### src/rtl/sif_pkg.sv
package sif_pkg;
  localparam int NUM_FLAGS = 5;

  localparam int FLG_TXE = 0;
  localparam int FLG_RXF = 1;
  localparam int FLG_FER = 2;
  localparam int FLG_PER = 3;
  localparam int FLG_ORE = 4;

  localparam logic [NUM_FLAGS-1:0] FLAGS_RESET = 5'b00001;

  typedef enum logic {
    REG_CTRL = 1'b0,
    REG_STAT = 1'b1
  } reg_sel_e;
endpackage

### src/rtl/sif_flag_cell.sv
module sif_flag_cell #(
  parameter bit RESET_VAL = 1'b0
) (
  input  logic clk,
  input  logic rst,
  input  logic hw_set_i,
  input  logic rd_stb_i,
  input  logic wr_stb_i,
  input  logic wr_bit_i,
  output logic flag_o
);
  logic flag_q;
  logic armed_q;
  logic clr_req;

  assign clr_req = wr_stb_i && !wr_bit_i && armed_q;

  always_ff @(posedge clk) begin
    if (rst) begin
      flag_q  <= RESET_VAL;
      armed_q <= 1'b0;
    end else begin
      if (hw_set_i)     flag_q <= 1'b1;
      else if (clr_req) flag_q <= 1'b0;

      if (clr_req)                  armed_q <= 1'b0;
      else if (rd_stb_i && flag_q)  armed_q <= 1'b1;
    end
  end

  assign flag_o = flag_q;


  set_takes_chk: assert property (@(posedge clk) disable iff (rst)
    hw_set_i |=> flag_q);


  rise_only_by_event_chk: assert property (@(posedge clk) disable iff (rst)
    $rose(flag_q) |-> $past(hw_set_i));


  fall_needs_arm_chk: assert property (@(posedge clk) disable iff (rst)
    $fell(flag_q) |-> $past(armed_q && wr_stb_i && !wr_bit_i));
endmodule

### src/rtl/sif_ctrl_reg.sv
module sif_ctrl_reg #(
  parameter int DATA_W  = 8,
  parameter int TIE_POS = 7,
  parameter int RIE_POS = 6
) (
  input  logic              clk,
  input  logic              rst,
  input  logic              wr_i,
  input  logic [DATA_W-1:0] wdata_i,
  output logic              tie_o,
  output logic              rie_o,
  output logic [DATA_W-1:0] view_o
);
  logic tie_q, rie_q;

  always_ff @(posedge clk) begin
    if (rst) begin
      tie_q <= 1'b0;
      rie_q <= 1'b0;
    end else if (wr_i) begin
      tie_q <= wdata_i[TIE_POS];
      rie_q <= wdata_i[RIE_POS];
    end
  end

  always_comb begin
    view_o          = '0;
    view_o[TIE_POS] = tie_q;
    view_o[RIE_POS] = rie_q;
  end

  assign tie_o = tie_q;
  assign rie_o = rie_q;


  enables_hold_chk: assert property (@(posedge clk) disable iff (rst)
    !$stable({tie_q, rie_q}) |-> $past(wr_i));
endmodule

### src/rtl/sif_irq_gen.sv
module sif_irq_gen (
  input  logic       clk,
  input  logic       rst,
  input  logic       txe_i,
  input  logic       rxf_i,
  input  logic [2:0] errs_i,
  input  logic       tie_i,
  input  logic       rie_i,
  output logic       tx_irq_o,
  output logic       rx_irq_o,
  output logic       err_irq_o
);
  always_ff @(posedge clk) begin
    if (rst) begin
      tx_irq_o  <= 1'b0;
      rx_irq_o  <= 1'b0;
      err_irq_o <= 1'b0;
    end else begin
      tx_irq_o  <= txe_i && tie_i;
      rx_irq_o  <= rxf_i && rie_i;
      err_irq_o <= (|errs_i) && rie_i;
    end
  end


  tx_needs_flag_chk: assert property (@(posedge clk) disable iff (rst)
    tx_irq_o |-> $past(txe_i && tie_i));


  rie_gates_both_chk: assert property (@(posedge clk) disable iff (rst)
    !$past(rie_i) |-> (!rx_irq_o && !err_irq_o));


  err_needs_error_chk: assert property (@(posedge clk) disable iff (rst)
    err_irq_o |-> $past(|errs_i));


  enable_drop_chk: assert property (@(posedge clk) disable iff (rst)
    $fell(tie_i) |=> !tx_irq_o);
endmodule

### src/rtl/serial_irq_flags.sv
module serial_irq_flags #(
  parameter int DATA_W  = 8,
  parameter int TIE_POS = 7,
  parameter int RIE_POS = 6
) (
  input  logic              clk,
  input  logic              rst,
  input  logic              bus_rd,
  input  logic              bus_wr,
  input  logic              bus_addr,
  input  logic [DATA_W-1:0] bus_wdata,
  output logic [DATA_W-1:0] bus_rdata,
  input  logic              ev_tx_empty,
  input  logic              ev_rx_full,
  input  logic              ev_frame_err,
  input  logic              ev_parity_err,
  input  logic              ev_overrun,
  output logic              tx_irq,
  output logic              rx_irq,
  output logic              err_irq
);
  import sif_pkg::*;

  localparam int NF = NUM_FLAGS;

  logic              stat_rd, stat_wr, ctrl_wr;
  logic [NF-1:0]     hw_set;
  logic [NF-1:0]     flags;
  logic [DATA_W-1:0] stat_view, ctrl_view;
  logic              tie, rie;

  assign stat_rd = bus_rd && (bus_addr == REG_STAT);
  assign stat_wr = bus_wr && (bus_addr == REG_STAT);
  assign ctrl_wr = bus_wr && (bus_addr == REG_CTRL);

  always_comb begin
    hw_set          = '0;
    hw_set[FLG_TXE] = ev_tx_empty;
    hw_set[FLG_RXF] = ev_rx_full;
    hw_set[FLG_FER] = ev_frame_err;
    hw_set[FLG_PER] = ev_parity_err;
    hw_set[FLG_ORE] = ev_overrun;
  end

  for (genvar i = 0; i < NF; i++) begin : g_flag
    sif_flag_cell #(.RESET_VAL(FLAGS_RESET[i])) u_cell (
      .clk      (clk),
      .rst      (rst),
      .hw_set_i (hw_set[i]),
      .rd_stb_i (stat_rd),
      .wr_stb_i (stat_wr),
      .wr_bit_i (bus_wdata[i]),
      .flag_o   (flags[i])
    );
  end

  sif_ctrl_reg #(.DATA_W(DATA_W), .TIE_POS(TIE_POS), .RIE_POS(RIE_POS)) u_ctrl (
    .clk     (clk),
    .rst     (rst),
    .wr_i    (ctrl_wr),
    .wdata_i (bus_wdata),
    .tie_o   (tie),
    .rie_o   (rie),
    .view_o  (ctrl_view)
  );

  sif_irq_gen u_irq (
    .clk       (clk),
    .rst       (rst),
    .txe_i     (flags[FLG_TXE]),
    .rxf_i     (flags[FLG_RXF]),
    .errs_i    ({flags[FLG_ORE], flags[FLG_PER], flags[FLG_FER]}),
    .tie_i     (tie),
    .rie_i     (rie),
    .tx_irq_o  (tx_irq),
    .rx_irq_o  (rx_irq),
    .err_irq_o (err_irq)
  );

  always_comb begin
    stat_view       = '0;
    stat_view[NF-1:0] = flags;
  end

  always_ff @(posedge clk) begin
    if (rst)          bus_rdata <= '0;
    else if (bus_rd)  bus_rdata <= (bus_addr == REG_STAT) ? stat_view : ctrl_view;
  end


  rdata_hold_chk: assert property (@(posedge clk) disable iff (rst)
    !$past(bus_rd) |-> $stable(bus_rdata));


  upper_bits_zero_chk: assert property (@(posedge clk) disable iff (rst)
    $past(stat_rd) |-> (bus_rdata[DATA_W-1:NF] == '0));
endmodule

### config.mk
export PLATFORM = sky130hd
export DESIGN_NAME = serial_irq_flags
export DESIGN_NICKNAME = d
export VERILOG_FILES = /design/src/rtl/sif_pkg.sv /design/src/rtl/sif_flag_cell.sv /design/src/rtl/sif_ctrl_reg.sv /design/src/rtl/sif_irq_gen.sv /design/src/rtl/serial_irq_flags.sv
export SDC_FILE = /design/constraint.sdc
export NUM_CORES = 1
export LEC_CHECK = 0
export ABC_AREA = 1
export BUFFER_PORTS_ARGS = -buffer_cell sky130_fd_sc_hd__buf_2
export CAP_MARGIN = 40
export CORE_MARGIN = 10
export CORE_UTILIZATION = 54
export DETAILED_ROUTE_END_ITERATION = 8
export MAX_ROUTING_LAYER = met4
export PLACE_DENSITY = 0.92
export SLEW_MARGIN = 20
export SYNTH_ARGS = -nofsm -noshare
export SYNTH_HDL_FRONTEND = slang
export SYNTH_HIERARCHICAL = 1
export SYNTH_SLANG_ARGS = --single-unit
export TNS_END_PERCENT = 50
### constraint.sdc
create_clock -name clk -period 1.48 [get_ports clk]
set_input_delay 0.074 -clock clk [delete_from_list [all_inputs] [get_ports clk]]
set_output_delay 0.074 -clock clk [all_outputs]
set_load 0.02 [all_outputs]
Word level (Yosys, flattened, before mapping)
Cells that the tools add are included.
{"block": "word_totals", "register_bits": 23, "latch_bits": 0, "mem_bits_rw": 0, "mem_bits_ro": 0, "word_cells": 63, "n_memories": 0}
{"block": "op_classes", "addsub": 0, "n_mul": 0, "n_div": 0, "magnitude_cmp": 0, "n_eq_ne": 0, "n_shift": 0, "muxes": 9, "bitwise_logic": 1, "reduce_logical": 37}
{"op": "$logic_and A1 B1 Y1", "count": 21}
{"op": "$reduce_or A2 Y1", "count": 6}
{"op": "$mux W1", "count": 8}
{"op": "$mux W8", "count": 1}
{"op": "$reduce_bool A2 Y1", "count": 4}
{"op": "$logic_not A1 Y1", "count": 5}
{"op": "$reduce_or A3 Y1", "count": 1}
{"op": "$not A1 Y1", "count": 1}

Logic depth before layout (Yosys ltp)
{"block": "logic_depth", "depth_word": 5, "depth_mapped": 7, "depth_no_buf": 6}

Cells and area by module
The synthesis kept the hierarchy.
{"module": "serial_irq_flags", "n_inst": 1, "cells_per_inst": 59, "area_each_um2": 392.9}
{"module": "sif_flag_cell at g_flag[1].u_cell ...", "n_inst": 4, "cells_per_inst": 11, "area_each_um2": 90.1}
{"module": "sif_ctrl_reg", "n_inst": 1, "cells_per_inst": 22, "area_each_um2": 145.1}
{"module": "sif_irq_gen", "n_inst": 1, "cells_per_inst": 12, "area_each_um2": 98.8}
{"module": "sif_flag_cell at g_flag[0].u_cell", "n_inst": 1, "cells_per_inst": 15, "area_each_um2": 90.1}

Least setup slack after synthesis
Ideal clock, no wire load.
{"block": "synth_path", "kind": "input-to-reg", "start": "in bus_addr", "end": "reg g_flag[1].u_cell.armed_q", "setup_ns": 0.116, "t_arrival_ns": 0.645, "t_required_ns": 1.364, "path_slack_ns": 0.719, "path_stages": 6, "path_buffers": 1, "path_cell_list": "buf_4 > nand2_1 > inv_1 > nand3_2 > nand2_1 > nor2_2"}
{"block": "synth_via", "elab_chain_len": 4, "elab_cells_between_ends": 6, "classes_between": "reduce/logical (6)"}
{"item": "start: declaration", "line": "serial_irq_flags.sv:10", "source": "input logic bus_addr,"}
{"item": "$logic_and A1 B1 Y1", "line": "serial_irq_flags.sv:33", "source": "assign stat_wr = bus_wr && (bus_addr == REG_STAT);"}
{"item": "named net stat_wr", "line": "serial_irq_flags.sv:26", "source": "logic stat_rd, stat_wr, ctrl_wr;"}
{"item": "$logic_and A1 B1 Y1 (2 in series)", "line": "sif_flag_cell.sv:16", "source": "assign clr_req = wr_stb_i && !wr_bit_i && armed_q;"}
{"item": "$reduce_or A2 Y1 (no source line)"}
{"item": "end signal: assignment", "line": "sif_flag_cell.sv:21", "source": "armed_q <= 1'b0;"}
{"item": "end signal: assignment", "line": "sif_flag_cell.sv:26", "source": "if (clr_req) armed_q <= 1'b0;"}
{"item": "end signal: assignment", "line": "sif_flag_cell.sv:27", "source": "else if (rd_stb_i && flag_q) armed_q <= 1'b1;"}
{"item": "end: declaration", "line": "sif_flag_cell.sv:13", "source": "logic armed_q;"}
The timed path passes the listed nets, and every way through them passes these cells.
A chain may end at the register's enable or synchronous reset.

Worst setup path in the final report
{"block": "layout_path", "start": "reg bus_rdata[4]", "end": "out bus_rdata[4]"}
{"item": "start: declaration", "line": "serial_irq_flags.sv:12", "source": "output logic [DATA_W-1:0] bus_rdata,"}
{"item": "start signal: assignment", "line": "serial_irq_flags.sv:87", "source": "else if (bus_rd) bus_rdata <= (bus_addr == REG_STAT) ? stat_view : ctrl_view;"}
No word-level cell between the ends.

==> run_results.csv <==
group,metric,value,unit
status,outcome,"completed",
synth,synthFlopType,"dfxtp_1",
floorplan,design.core.area,1940,um2
drt,dr.pass1.iters,4,
drt,drc,0,
cells_and_area,final_util,0.656,
cells_and_area,n_fill_cell,181,
synth,ys_seq_area_frac,0.423,
cells_and_area,drive_above_1_share,0.257,
cells_and_area,antenna_cells,0,
drt,vias,941,
cells_and_area,fin_area,1270,um2
setup_path,path_max_fanout,2,
sta,clock-skew-final,3.04,ps
synth,synth_top_cell_by_area,"dfxtp_1",
clocking,cts.reportedPaths.clkPinSlew,120,ps
floorplan,dieArea,4210,um2
synth,yosysMostFrequentCell,"nand2_1",
grt,grt_util_met3,0.0309,
sta,fmax,1.10,GHz
drt,wl_per_cell,10.2,um
setup_path,rr_worst_depth,4,
synth,synth_cells,152,
grt,gr-total-overflow,0,
grt,antenna_found_initial,0,
placed_design,dp_hpwl,1690,um
placed_design,finalWeightedCongestion,0.796,
clocking,cts-buffers-inserted,3,
sta,rsz0062_at_grt,"false",
setup_path,crit_end,"bus_rdata[4]",
grt,met2_usage,0.193,
setup_path,worstSetupPathDepth,1,
cells_and_area,synthToLayoutAreaGrowth,17.1,%
grt,grt_max_degree,15,
sta,fin_ws,570,ps
setup_path,crit_chain,"buf_2",
setup_path,worstPathRequired,1410,ps
sta,min_period,910,ps
drt,ant_nets,0,
setup_path,r2r-end,"bus_rdata[1]$_SDFFE_PP0P_",
synth,synth_top_cell_area_share,0.423,
pwr,ir_drop,0.602,mV
clocking,htreeDepth,1,
setup_path,cp_top_family,"flip-flops",
setup_path,cp_num_buf_inv,1,
cells_and_area,multi_input_area,465,um2
setup_path,cp.arrival,840,ps
placed_design,placed_area,1200,um2
cells_and_area,seq_area,460,um2
clocking,clkLatencyLatePin,300,ps
grt,grt_pass1_vias,910,
placed_design,pre_cts_ws,520,ps
clocking,root_buffer,"clkbuf_4",
synth,ys_warn_count,6,
floorplan,dieHeight,64.9,um
flow_run,maxCapViolations,0,
clocking,ctsHoldBuffers,5,
synth,netlist_area,1090,um2
sta,post-route-period-util,0.615,
floorplan,die_w,64.9,um
setup_path,start_kind,"flip-flop",
clocking,cts_sinks,23,
placed_design,place.port_buffers,27,
floorplan,initial_core_util,0.560,
grt,grt_usage,0.110,
cells_and_area,stdcell_count,210,
synth,synthTopCellsByArea,"dfxtp_1 42%, nand2_1 15%, inv_1 8.6%, nand3_1 7.4%, nand3_2 7.4%",
sta,final_hold_viol_count,0,
cells_and_area,nNetsFinal,202,
setup_path,r2r-start,"g_flag[1].u_cell/flag_o$_SDFFE_PP0P_",
grt,grt_pass1_wl,3850,um
grt,grtUsageMet1,0.121,
grt,globalRoute.busiestLayer,"met2",
placed_design,placed_cells,201,
setup_path,crit_type,"flip-flop to primary output",
clocking,clock_path_buffers,2,
setup_path,cp_slowest_cell,"dfxtp_1",
floorplan,rows,16,
sta,setup_tns,0,ps
synth,yosys_register_bits,23,
setup_path,cp-end-kind,"primary output",
drt,via_per_inst,4.48,
setup_path,slowest_delay,360,ps
pwr,p_per_area,900,nW/um2
clocking,cts_resized,0,
pwr,p_leak,0.711,nW
synth,syn_area_per_cell,7.15,um2
synth,yosysUniqueCellTypes,14,
synth,synth_edf_count,0,
sta,maxSlewViolCount,0,
hold_path,hp-class,"input port to flip-flop",
floorplan,ioPinCount,29,
clocking,cts_tree,"built",
drt,dr.first_iter.drc_count,17,
sta,setup_viol,0,
drt,wl,2140,um
clocking,postCtsSetupRepairBufs,0,
setup_path,startpoint,"bus_rdata[4]$_SDFFE_PP0P_",
setup_path,reg2reg_slack,730,ps
synth,synthArstFlopShare,0,
synth,synth_common_cells,"43 x nand2_1, 25 x inv_1, 23 x dfxtp_1",
==> metal layers <==
metal / routed length [um] / part of all wire
met5: 0 / 0
met4: 0 / 0
met3: 105 / 0.049
met2: 1070 / 0.50
met1: 960 / 0.45
==> report_power, final <==
group          switching (mW)  internal (mW)  leakage (nW)
combinational           0.110         0.0743         0.504
clock                   0.178          0.101        0.0177
sequential             0.0277          0.655         0.189
total                   0.316          0.830         0.711
==> stage by stage <==
step | hold WS (ps) | power, mW
2_1_floorplan | 143 | 0.829
3_3_place_gp | 266 | 0.861
3_5_place_dp | 262 | 0.871
4_1_cts | 1.63 | 1.16
5_1_grt | 4.66 | 1.23
6_report | 15.7 | 1.15
==> final cells by class <==
type	count	share of cell area
clock buffer	3	0.0177
clock inverter	1	0.00393
inverter	27	0.0796
multi-input combinational	97	0.365
sequential	23	0.361
tap	27	0.0265
timing repair buffer	32	0.145
==> cells by family after synthesis <==
logic type             Yosys count  synth area share
AO/OA/AOI/OAI                    8            0.0403
buffers and inverters           37             0.166
AND/OR/NAND/NOR                 83             0.367
other                            1           0.00345
flip-flops                      23             0.423
==> how the worst min path moves through the flow <==
| stage | start | endpoint | slack (ps) | cells after the start |
|---|---|---|---|---|
| floorplan | rst | bus_rdata[5]$_SDFFE_PP0P_ | 140 | 1 |
| global route | bus_wdata[0] | g_flag[0].u_cell/armed_q$_SDFFE_PP0P_ | 5 | 3 |
| detailed placement | ev_tx_empty | g_flag[0].u_cell/flag_o$_SDFFE_PP1P_ | 260 | 3 |
| global placement | ev_overrun | g_flag[4].u_cell/flag_o$_SDFFE_PP0P_ | 270 | 3 |
| finish | bus_wdata[0] | g_flag[0].u_cell/armed_q$_SDFFE_PP0P_ | 20 | 3 |
| CTS | bus_wdata[0] | g_flag[0].u_cell/armed_q$_SDFFE_PP0P_ | 2 | 3 |
==> layout by cell type, fill, tap and decap left out, drive strengths merged <==
cell,count
nand2,43
clkbuf,3
dfxtp,23
conb,6
buf,27
dlygate4sd3,5
a21oi,8
clkinv,1
nor2,16
inv,27
nand3,24
==> registers in the layout, summed over array words and instances (netlist names) <==
signal / flops
u_ctrl/tie_o: 1
u_irq/rx_irq_o: 1
u_ctrl/rie_o: 1
u_irq/err_irq_o: 1
g_flag.u_cell/flag_o: 5
bus_rdata: 8
g_flag.u_cell/armed_q: 5
u_irq/tx_irq_o: 1
Note: power is estimated with default switching activity, not from simulation.
